<file path="src/rtl/ptw_pkg.sv">
package ptw_pkg;

    localparam int VA_W       = 32;
    localparam int IDX_W      = 10;
    localparam int OFF_W      = 12;
    localparam int PTE_BYTES  = 4;
    localparam int PTE_SHIFT  = $clog2(PTE_BYTES);
    localparam int FRAME_W    = VA_W - OFF_W;
    localparam int IDX_PAD_W  = VA_W - IDX_W - PTE_SHIFT;

    typedef enum logic [2:0] {
        ST_IDLE,
        ST_L1_REQ,
        ST_L1_WAIT,
        ST_L2_REQ,
        ST_L2_WAIT,
        ST_DONE
    } walk_state_e;

    typedef struct packed {
        logic [IDX_W-1:0] dir_idx;
        logic [IDX_W-1:0] tbl_idx;
        logic [OFF_W-1:0] offset;
    } vaddr_t;

    typedef struct packed {
        logic [FRAME_W-1:0] frame;
        logic [OFF_W-2:0]   spare;
        logic               valid;
    } pte_t;

    // Byte address of one entry inside a table starting at base.
    function automatic logic [VA_W-1:0] entry_addr(input logic [VA_W-1:0] base,
                                                   input logic [IDX_W-1:0] idx);
        return base + {{IDX_PAD_W{1'b0}}, idx, {PTE_SHIFT{1'b0}}};
    endfunction

    // Byte address of the first byte of a frame.
    function automatic logic [VA_W-1:0] frame_base(input logic [FRAME_W-1:0] frame);
        return {frame, {OFF_W{1'b0}}};
    endfunction

endpackage

</file>
<file path="src/rtl/ptw_root_reg.sv">
module ptw_root_reg
    import ptw_pkg::*;
(
    input  logic            clk,
    input  logic            rst,
    input  logic            wr_en,
    input  logic            wr_kernel,
    input  logic [VA_W-1:0] wr_data,
    output logic [VA_W-1:0] root_q
);

    // Only a privileged writer may switch address space.
    always_ff @(posedge clk) begin
        if (rst) begin
            root_q <= '0;
        end else if (wr_en && wr_kernel) begin
            root_q <= wr_data;
        end
    end

endmodule

</file>
<file path="src/rtl/ptw_addr_gen.sv">
module ptw_addr_gen
    import ptw_pkg::*;
(
    input  logic               leaf_level,
    input  logic [VA_W-1:0]    root_snap,
    input  vaddr_t             va,
    input  logic [FRAME_W-1:0] dir_frame,
    output logic [VA_W-1:0]    rd_addr
);

    logic [VA_W-1:0] dir_addr;
    logic [VA_W-1:0] leaf_addr;

    always_comb begin
        dir_addr  = entry_addr(root_snap, va.dir_idx);
        leaf_addr = entry_addr(frame_base(dir_frame), va.tbl_idx);
        rd_addr   = leaf_level ? leaf_addr : dir_addr;
    end

endmodule

</file>
<file path="src/rtl/ptw_walk_fsm.sv">
module ptw_walk_fsm
    import ptw_pkg::*;
(
    input  logic               clk,
    input  logic               rst,
    input  logic               req_valid,
    input  logic [VA_W-1:0]    req_vaddr,
    input  logic [VA_W-1:0]    root_q,
    input  logic               mem_rvalid,
    input  logic [VA_W-1:0]    mem_rdata,
    output logic               busy,
    output logic               rsp_valid,
    output logic [VA_W-1:0]    rsp_paddr,
    output logic               rsp_fault,
    output logic               mem_req,
    output logic               leaf_level,
    output logic [VA_W-1:0]    root_snap,
    output vaddr_t             va_q,
    output logic [FRAME_W-1:0] dir_frame
);

    walk_state_e     state;
    pte_t            entry;
    logic [VA_W-1:0] paddr_q;
    logic            fault_q;
    logic            pte_unused;

    assign entry      = pte_t'(mem_rdata);
    assign pte_unused = ^entry.spare;

    always_ff @(posedge clk) begin
        if (rst) begin
            state     <= ST_IDLE;
            va_q      <= '0;
            root_snap <= '0;
            dir_frame <= '0;
            paddr_q   <= '0;
            fault_q   <= 1'b0;
        end else begin
            unique case (state)
                ST_IDLE: begin
                    if (req_valid) begin
                        va_q      <= vaddr_t'(req_vaddr);
                        root_snap <= root_q;
                        state     <= ST_L1_REQ;
                    end
                end
                ST_L1_REQ: state <= ST_L1_WAIT;
                ST_L1_WAIT: begin
                    if (mem_rvalid) begin
                        if (entry.valid) begin
                            dir_frame <= entry.frame;
                            state     <= ST_L2_REQ;
                        end else begin
                            paddr_q <= '0;
                            fault_q <= 1'b1;
                            state   <= ST_DONE;
                        end
                    end
                end
                ST_L2_REQ: state <= ST_L2_WAIT;
                ST_L2_WAIT: begin
                    if (mem_rvalid) begin
                        if (entry.valid) begin
                            paddr_q <= {entry.frame, va_q.offset};
                            fault_q <= 1'b0;
                        end else begin
                            paddr_q <= '0;
                            fault_q <= 1'b1;
                        end
                        state <= ST_DONE;
                    end
                end
                ST_DONE: state <= ST_IDLE;
                default: state <= ST_IDLE;
            endcase
        end
    end

    always_comb begin
        busy       = (state != ST_IDLE);
        rsp_valid  = (state == ST_DONE);
        rsp_paddr  = paddr_q;
        rsp_fault  = fault_q;
        mem_req    = (state == ST_L1_REQ) || (state == ST_L2_REQ);
        leaf_level = (state == ST_L2_REQ);
    end

endmodule

</file>
<file path="src/rtl/ptw_walker.sv">
module ptw_walker
    import ptw_pkg::*;
(
    input  logic        clk,
    input  logic        rst,
    input  logic        req_valid,
    input  logic [31:0] req_vaddr,
    output logic        busy,
    output logic        rsp_valid,
    output logic [31:0] rsp_paddr,
    output logic        rsp_fault,
    input  logic        root_wr_en,
    input  logic        root_wr_kernel,
    input  logic [31:0] root_wr_data,
    output logic        mem_req,
    output logic [31:0] mem_addr,
    input  logic        mem_rvalid,
    input  logic [31:0] mem_rdata
);

    logic [VA_W-1:0]    root_q;
    logic [VA_W-1:0]    root_snap;
    vaddr_t             va_q;
    logic [FRAME_W-1:0] dir_frame;
    logic               leaf_level;

    ptw_root_reg u_root (
        .clk       (clk),
        .rst       (rst),
        .wr_en     (root_wr_en),
        .wr_kernel (root_wr_kernel),
        .wr_data   (root_wr_data),
        .root_q    (root_q)
    );

    ptw_walk_fsm u_fsm (
        .clk        (clk),
        .rst        (rst),
        .req_valid  (req_valid),
        .req_vaddr  (req_vaddr),
        .root_q     (root_q),
        .mem_rvalid (mem_rvalid),
        .mem_rdata  (mem_rdata),
        .busy       (busy),
        .rsp_valid  (rsp_valid),
        .rsp_paddr  (rsp_paddr),
        .rsp_fault  (rsp_fault),
        .mem_req    (mem_req),
        .leaf_level (leaf_level),
        .root_snap  (root_snap),
        .va_q       (va_q),
        .dir_frame  (dir_frame)
    );

    ptw_addr_gen u_addr (
        .leaf_level (leaf_level),
        .root_snap  (root_snap),
        .va         (va_q),
        .dir_frame  (dir_frame),
        .rd_addr    (mem_addr)
    );

endmodule

</file>
<file path="config.mk">
export PLATFORM = sky130hd
export DESIGN_NAME = ptw_walker
export DESIGN_NICKNAME = d
export VERILOG_FILES = /design/src/rtl/ptw_pkg.sv /design/src/rtl/ptw_root_reg.sv /design/src/rtl/ptw_addr_gen.sv /design/src/rtl/ptw_walk_fsm.sv /design/src/rtl/ptw_walker.sv
export SDC_FILE = /design/constraint.sdc
export NUM_CORES = 1
export LEC_CHECK = 0
export BUFFER_PORTS_ARGS = -buffer_cell sky130_fd_sc_hd__buf_2
export CAP_MARGIN = 30
export CORE_MARGIN = 2
export CORE_UTILIZATION = 40
export CTS_BUF_LIST = sky130_fd_sc_hd__clkbuf_2 sky130_fd_sc_hd__clkbuf_4 sky130_fd_sc_hd__clkbuf_8
export CTS_CLUSTER_SIZE = 16
export DETAILED_ROUTE_END_ITERATION = 10
export PLACE_DENSITY = 0.7
export REMOVE_ABC_BUFFERS = 1
export SLEW_MARGIN = 30
export SYNTH_ARGS = -nofsm -noshare
export SYNTH_HDL_FRONTEND = slang
export SYNTH_SLANG_ARGS = --single-unit
</file>
<file path="constraint.sdc">
create_clock -name clk -period 2.35 [get_ports clk]
set_input_delay 0.235 -clock clk [delete_from_list [all_inputs] [get_ports clk]]
set_output_delay 0.235 -clock clk [all_outputs]
set_load 0.01 [all_outputs]
</file>
Word-level counts from Yosys, hierarchy flattened
Index checks and enable logic that the tools add are counted.
Widths: inputs -> output; s select.
{ "word_totals": {"reg_bits": 152, "wordCells": 45, "output_inout_bits": 68, "input_bits": 102} }
{ "classes": {"n_eq_ne": 9, "add_sub_neg": 2, "n_reduce_logical": 9, "n_mux": 16} }
{ "op_table": {"columns": ["operator", "count"], "rows": [
  ["$mux 32", 5],
  ["$add 32x12->32", 2],
  ["$pmux 32 s2", 1],
  ["$pmux 3 s5", 1],
  ["$mux 3", 4],
  ["$ne 2x2->1 const B", 4],
  ["$eq 3x2->1 const B", 2],
  ["$eq 3x3->1 const B", 2],
  ["$reduce_and 3->1", 2],
  ["$mux 1", 4],
  ["$reduce_and 4->1", 1],
  ["$eq 3x1->1 const B", 1],
  ["$logic_not 3->1", 1],
  ["$reduce_bool 3->1", 1],
  ["$pmux 1 s2", 1],
  ["$reduce_and 2->1", 1],
  ["$reduce_bool 2->1", 1],
  ["$logic_and 1x1->1", 1],
  ["$logic_or 1x1->1", 1]
]} }

Logic depth before layout (Yosys ltp)
Gate-level depths: netlist of run 1.
{ "depth": {"ltp_word": 3, "mapped_depth": 8, "mapped_depth_nobuf": 8} }

By module
A second synthesis of run 1 with hierarchy kept.
{ "unflattened": {"hier_cells": 990, "area_unflattened_um2": 7948.9} }
{ "by_module_without_submodules": {"columns": ["mod", "cells_per_inst", "seq_area_each_um2", "area_each_um2", "n_inst"], "rows": [
  ["ptw_walk_fsm", 652, 2402.3, 5168.7, 1],
  ["ptw_root_reg", 145, 640.6, 1522.7, 1],
  ["ptw_addr_gen", 193, 0.0, 1257.5, 1]
]} }

Worst setup path before layout of run 1
No wires, ideal clock.
{ "synth_timing": {"kind": "register -> output", "start": "register u_fsm.root_snap[2]", "end": "output port mem_addr[14]", "path_stages_with_launch": 9, "n_path_buf": 0, "slack_ns": -0.173, "arrival_time_ns": 2.288, "required_ns": 2.115, "cell_sequence": "dfxtp_1 -> ha_1 -> fa_1 -> a211oi_2 -> nor4b_4 -> nor3_4 -> nor3_1 -> xnor2_1 -> o21ai_0"} }
{ "synth_via": {"elab_chain_cells": 2} }
{ "synth_rtl": {"columns": ["item", "line", "source"], "rows": [
  ["start, declared", "ptw_walk_fsm.sv:17", "output logic [VA_W-1:0] root_snap,"],
  ["start signal, assigned", "ptw_walk_fsm.sv:44", "root_snap <= root_q;"],
  ["$add 32x12->32", "ptw_pkg.sv:35", "return base + {{IDX_PAD_W{1'b0}}, idx, {PTE_SHIFT{1'b0}}};"],
  ["$mux 32", "ptw_addr_gen.sv:17", "rd_addr = leaf_level ? leaf_addr : dir_addr;"],
  ["end, declared", "ptw_walker.sv:16", "output logic [31:0] mem_addr,"]
]} }
Every way passes these cells.

Worst setup path in the final report of run 1
{ "layout_timing": {"start": "register u_fsm.root_snap[2]", "end": "output port mem_addr[20]"} }
The elaborated chain is that of the path after synthesis.

==> results_dict.tcl, run 1 <==
set metrics [dict create \
    cp_slowest_cell "fa_2" \
    powerDensity_mw_per_mm2 627.2 \
    synth_adder_area_share_pct 2.239 \
    synth_top_flop_cell "dfxtp_1" \
    initial_core_util_pct 40.82 \
    postRouteAntennaNets 0 \
    hold_path.class "in2reg" \
    required_ns 2.12 \
    slew_viol_final 0 \
    dieArea_mm2 0.01724 \
    synth_edf_count 0 \
    critPathLaunchType "register" \
    wl_per_cell_um 14.04 \
    fin_tns_setup_ns -8.641 \
    synth_area_per_cell_um2 7.831 \
    tightest_slew_ns 0.7297 \
    violations "negative setup slack" \
    vias 6259 \
    setup_ws_ns -0.5142 \
    finClkSkew_ns 0.009637 \
    fin_crit_ns 2.864 \
    synth_compound_area_share_pct 19.01 \
    viasPerCell 5.031 \
    cts_htree_levels 4 \
    arrival_ns 2.63 \
    yosys.area.top_type "dfxtp_1" \
    numCtsBuffers 17 \
    ys_ff_latch 152 \
    timing.final.hold_violations 0 \
    grt_pass1_vias 5841 \
    grtUsageTotal_pct 20.29 \
    synth_top_area_share_pct 46.93 \
    critPathMaxFanout 10 \
    power.leakage_nw 3.437 \
    antenna_found_initial 0 \
    yosysMostFrequentCell "nand2_1" \
    syn_area_mm2 0.006484 \
    setup_viol 26 \
    crit_family "adder cells" \
    rows 46 \
    grt_pass1_wl_mm 28.77 \
    diodes 0 \
    status "complete, but fails checks" \
    cts-root-buf "clkbuf_8" \
    synth_warnings 0 \
    ys_types 45 \
    max_freq_mhz 349.1 \
    worstSkewPairLatency_ns 0.44 \
    ys_top_cells_by_count "nand2_1 (269), dfxtp_1 (152), a21oi_1 (127), clkbuf_1 (45), nor2_1 (41)" \
    cts.sinks 152 \
    grt_max_degree 67 \
    critical_path_class "reg2out" \
    rsz0062_at_grt "true" \
    synth_cells 828 \
    gp_congestion 0.7753 \
    path_cells "ha_4, fa_2, a211oi_4, nor4b_4, nor3_4, buf_12, nor4b_2, xnor2_1, o21ai_1, buf_2" \
    drc 0 \
    die_h_um 131.3 \
    peakVddDrop_mv 0.4387 \
    dp_hpwl_mm 11.27 \
    synth_area_leaders "dfxtp_1 (47%), nand2_1 (16%), a21oi_1 (9.8%)" \
    period_share_pct 121.9 \
    yosys.area_share.simple_pct 23.64 \
    portBuffers 158 \
    cp_slowest_stage_delay_ns 0.37 \
    cts.path.max_buffers 2 \
    drv_cap 0 \
    wl_mm 17.47 \
    die_x_um 131.3 \
    final_nets 1129 \
    area_growth_pct 35.45 \
    crit_buf_inv 2 \
    coreArea_mm2 0.01589 \
    cts_tree "built" \
    slew_headroom_pct 51.35 \
    clk_pin_slew_ns 0.08 \
    whs_ns 0.02786 \
    dr.pass1.iters 4 \
    drt_iter0_markers 301 \
    synth_top_family_by_area "simple AND/OR/NAND/NOR gates" \
    io_pins 170 \
    synth-xor-area-share_pct 3.647 \
    cp-end-kind "output pin" \
    drive_gt1_share_pct 27.72 \
    postSynth.asyncResetShare_pct 0 \
    yosysSeqAreaShare_pct 46.93 \
    muxShareOfSynthArea_pct 0.6561 \
    grt.overflow.total 0 \
]
per-layer routing:
metal  vias to the layer above  share of wire, %  global-route usage [%]  routed length, um
met5                         -                 0                       0                  0
met4                         0               1.5                   6.099                266
met2                       124                49                   34.12               8621
met3                        17               3.7                   4.244                638
li1                       3163                 -                       -                  -
met1                      2955                45                   26.27               7944
cell families after synthesis:
logic type,after synthesis
buffers and inverters,63
AO/OA/AOI/OAI,213
flip-flops,152
XOR/XNOR,27
adder cells (fa/ha/maj),11
multiplexers,4
AND/OR/NAND/NOR,358
placed cells by master (no fill, tap or decap), types with 7 or more instances in the layout:
cell type      count
a211oi_1           7
a21oi_1          124
a22oi_1           32
buf_12             8
buf_2            157
buf_4             20
clkbuf_8          18
dfxtp_1          140
dfxtp_2            9
dlygate4sd3_1     35
ha_4               7
nand2_1          267
nor2_1            39
o21ai_0            9
o21ai_1           18
xnor2_1           21
path summary, 6_finish.rpt:
kind	startpoint	endpoint	slack, ns	cells past startpoint
hold / removal	root_wr_data[8]	u_root.root_q[8]$_SDFFE_PP0P_	0.03	3
hold reg to reg	u_root.root_q[4]$_SDFFE_PP0P_	u_fsm.root_snap[4]$_SDFFE_PP0P_	0.45	2
setup reg to reg	u_fsm.state[2]$_SDFFE_PP0P_	u_fsm.va_q[25]$_SDFFE_PP0P_	0.74	5
setup / recovery	u_fsm.root_snap[2]$_SDFFE_PP0P_	mem_addr[20]	-0.51	10
power breakdown:
| group | internal (mW) | switching (mW) |
|---|---|---|
| sequential | 2.67 | 0.0653 |
| combinational | 0.292 | 0.377 |
| clock | 1.09 | 1.02 |
| total | 4.05 | 1.46 |
timing repair:
item / 4_1_cts / 5_1_grt
hold buffers: 35 / 0
pin swaps: 26 / 21
gates resized for setup: 54 / 21
hold endpoints to repair: 35 / 0
cloned: 1 / 0
setup endpoints to repair: 28 / 30
setup buffers: 5 / 1
final cells by class:
type                       count  area (um^2)
clock buffer                  18        247.7
sequential                   152         3065
clock inverter                13        165.2
tap                          216        270.3
multi-input combinational    613         3476
inverter                       5        18.77
timing repair buffer         227         1539
fill                        1549         7103
registers in the layout, indices dropped and copies added, names as in the netlist:
register / flops
u_fsm.rsp_fault: 1
u_fsm.root_snap: 32
u_fsm.va_q: 32
u_fsm.state: 3
u_fsm.rsp_paddr: 32
u_root.root_q: 32
u_fsm.dir_frame: 20
tightest hold or removal path: cells and delay by family:
| kind | cells | cell delay, ns |
|---|---|---|
| simple gates | 1 | 0.04 |
| compound gates | 1 | 0.05 |
| buf+inv | 1 | 0.09 |
stage by stage:
stage | setup WS, ns | total power, mW | util, % | cell area (um^2) | cells
finish | -0.5142 | 5.508 | 55.29 | 8782 | 1244
global route | -0.6416 | 5.769 | 55.29 | 8782 | 1244
CTS | -0.5220 | 5.557 | 54.72 | 8692 | 1244
detailed placement | -0.2139 | 3.380 | 48.17 | 7652 | 1173
global placement | -0.2158 | 3.371 | 48.17 | 7652 | 1173
floorplan | -1.085 | 3.063 | - | 6251 | 770
No activity file was read; power rests on OpenSTA's default activity.
==> run 2: changes to the inputs <==
--- a/config.mk
+++ b/config.mk
@@ -14,6 +14,7 @@
 export DETAILED_ROUTE_END_ITERATION = 10
 export PLACE_DENSITY = 0.7
 export REMOVE_ABC_BUFFERS = 1
+export SKIP_CTS_REPAIR_TIMING = 1
 export SLEW_MARGIN = 30
 export SYNTH_ARGS = -nofsm -noshare
 export SYNTH_HDL_FRONTEND = slang
==> run 2 against run 1 <==
The run still ends with negative setup slack left. Fmax up 0.88%. Sequential share of layout area up 1.3 points. Clock power about the same. Sequential cell count unchanged. Critical path depth unchanged. Core utilization down 1.9 points. Largest cell class unchanged. Largest power group unchanged.
==> results_dict.tcl, run 2 (synthesis gave the netlist of run 1 again) <==
set metrics [dict create \
    max_freq_mhz 352.2 \
    routed-wl-met3_um 753 \
    final_nets 1100 \
    drive_gt1_share_pct 27.63 \
    period_share_pct 120.8 \
    cts.path.max_buffers 2 \
    drv_cap 0 \
    diodes 0 \
    die_h_um 131.3 \
    cp-end-kind "output pin" \
    p_total_mw 5.466 \
    dr_wl_met2_mm 8.374 \
    clk_pin_slew_ns 0.09 \
    setup_ws_ns -0.4891 \
    portBuffers 158 \
    drc 0 \
    gp_congestion 0.7753 \
    final_cell_mix "nand2_1 (267), buf_2 (156), dfxtp_1 (140)" \
    r2r_cells 5 \
    rows 46 \
    critical_path_class "reg2out" \
    grt.overflow.total 0 \
    arrival_ns 2.60 \
    status "complete, but fails checks" \
    timing.final.hold_violations 0 \
    postRouteAntennaNets 0 \
    cts_tree "built" \
    fin_crit_ns 2.839 \
    cp_slowest_cell "fa_2" \
    coreArea_mm2 0.01589 \
    final_common_cell "nand2_1" \
    grt_pass1_vias 5535 \
    r2r_slack_ns 0.68 \
    viasPerCell 5.024 \
    worstSkewPairLatency_ns 0.44 \
    antenna_found_initial 0 \
    power.leakage_nw 3.327 \
    fin_util_pct 53.34 \
    rsz0062_at_grt "true" \
    grtUsageTotal_pct 19.38 \
    wl_met1_mm 7.760 \
    finClkSkew_ns 0.009706 \
    io_pins 170 \
    hold_start "req_vaddr[16]" \
    critPathMaxFanout 10 \
    hold_path.class "in2reg" \
    initial_core_util_pct 40.82 \
    dp_hpwl_mm 11.27 \
    drt_iter0_markers 308 \
    vias 6104 \
    min_path_cells 3 \
    area_growth_pct 30.68 \
    cts-root-buf "clkbuf_8" \
    crit_path_start "u_fsm.root_snap[2]$_SDFFE_PP0P_" \
    slew_headroom_pct 50.63 \
    grt_pass1_wl_mm 27.46 \
    dr.pass1.iters 5 \
    required_ns 2.12 \
    wl_mm 17.11 \
    fill_cells 1580 \
    slew_viol_final 0 \
    path_cells "ha_4, fa_2, a211oi_4, nor4b_4, nor3_4, buf_12, nor4b_2, xnor2_1, o21ai_1, buf_2" \
    powerDensity_mw_per_mm2 645.1 \
    wl_per_cell_um 14.08 \
    dieArea_mm2 0.01724 \
    cts_htree_levels 4 \
    grt_max_degree 67 \
    fin_tns_setup_ns -7.990 \
    dpl_worst_slack_ns -0.2139 \
    endpoint "mem_addr[20]" \
    highest_layer "met4" \
    cp_slowest_stage_delay_ns 0.37 \
    setup_viol 25 \
    numCtsBuffers 17 \
    violations "negative setup slack" \
    die_x_um 131.3 \
    worstReg2RegStart "u_fsm.state[2]$_SDFFE_PP0P_" \
    tightest_slew_ns 0.7405 \
    cts.sinks 152 \
    critPathLaunchType "register" \
    peakVddDrop_mv 0.4330 \
    reg2reg_to "u_fsm.va_q[25]$_SDFFE_PP0P_" \
]
[run 2: cell count changes in the layout (fill, tap and decap cells not counted), sizes merged]
cell and delta:
buf -3, dlygate4sd3 -26
[run 2: final cells by class]
type	instances	area, um^2	area share, %
multi-input cells	613	3447	40.68
flip-flops and latches	152	3065	36.18
repair buffers	198	1259	14.86
well taps	216	270.3	3.190
clock buffers	18	247.7	2.924
clock inverters	13	165.2	1.949
inverters	5	18.77	0.2215
[run 2: stage by stage]
step                std cells  area, um^2  hold slack, ns
floorplan                 770        6251          0.3041
global placement         1173        7652          0.4366
detailed placement       1173        7652          0.4431
CTS                      1204        8065        -0.01916
global route             1215        8473      0.00002653
finish                   1215        8473         0.02045
[run 2: critical path: cells and delay by family, from the launching register on]
| kind | cells | cell delay [ns] |
|---|---|---|
| simple gates | 3 | 0.38 |
| xor+xnor | 1 | 0.14 |
| fa+ha+maj | 2 | 0.53 |
| compound gates | 2 | 0.46 |
| buf+inv | 2 | 0.33 |
| flops | 1 | 0.34 |
[run 2: worst min-delay path by stage]
stage                                             to  slack (ns)
finish                   u_fsm.va_q[16]$_SDFFE_PP0P_        0.02
floorplan            u_fsm.dir_frame[0]$_SDFFE_PP0P_        0.30
detailed placement  u_fsm.root_snap[12]$_SDFFE_PP0P_        0.44
CTS                      u_fsm.va_q[16]$_SDFFE_PP0P_       -0.02
global placement     u_fsm.root_snap[1]$_SDFFE_PP0P_        0.44
global route              u_fsm.va_q[5]$_SDFFE_PP0P_     0.00003
[run 2: per-layer routing]
metal / vias to the layer above / GRT usage, %
met5: - / 0
met4: 0 / 5.918
met3: 16 / 4.321
met2: 127 / 31.73
met1: 2865 / 25.61
li1: 3096 / -
[run 2: power breakdown]
part	total, mW	internal, mW	switching (mW)
logic	0.627	0.262	0.365
registers	2.73	2.67	0.0651
clock network	2.11	1.09	1.02
total	5.47	4.02	1.45
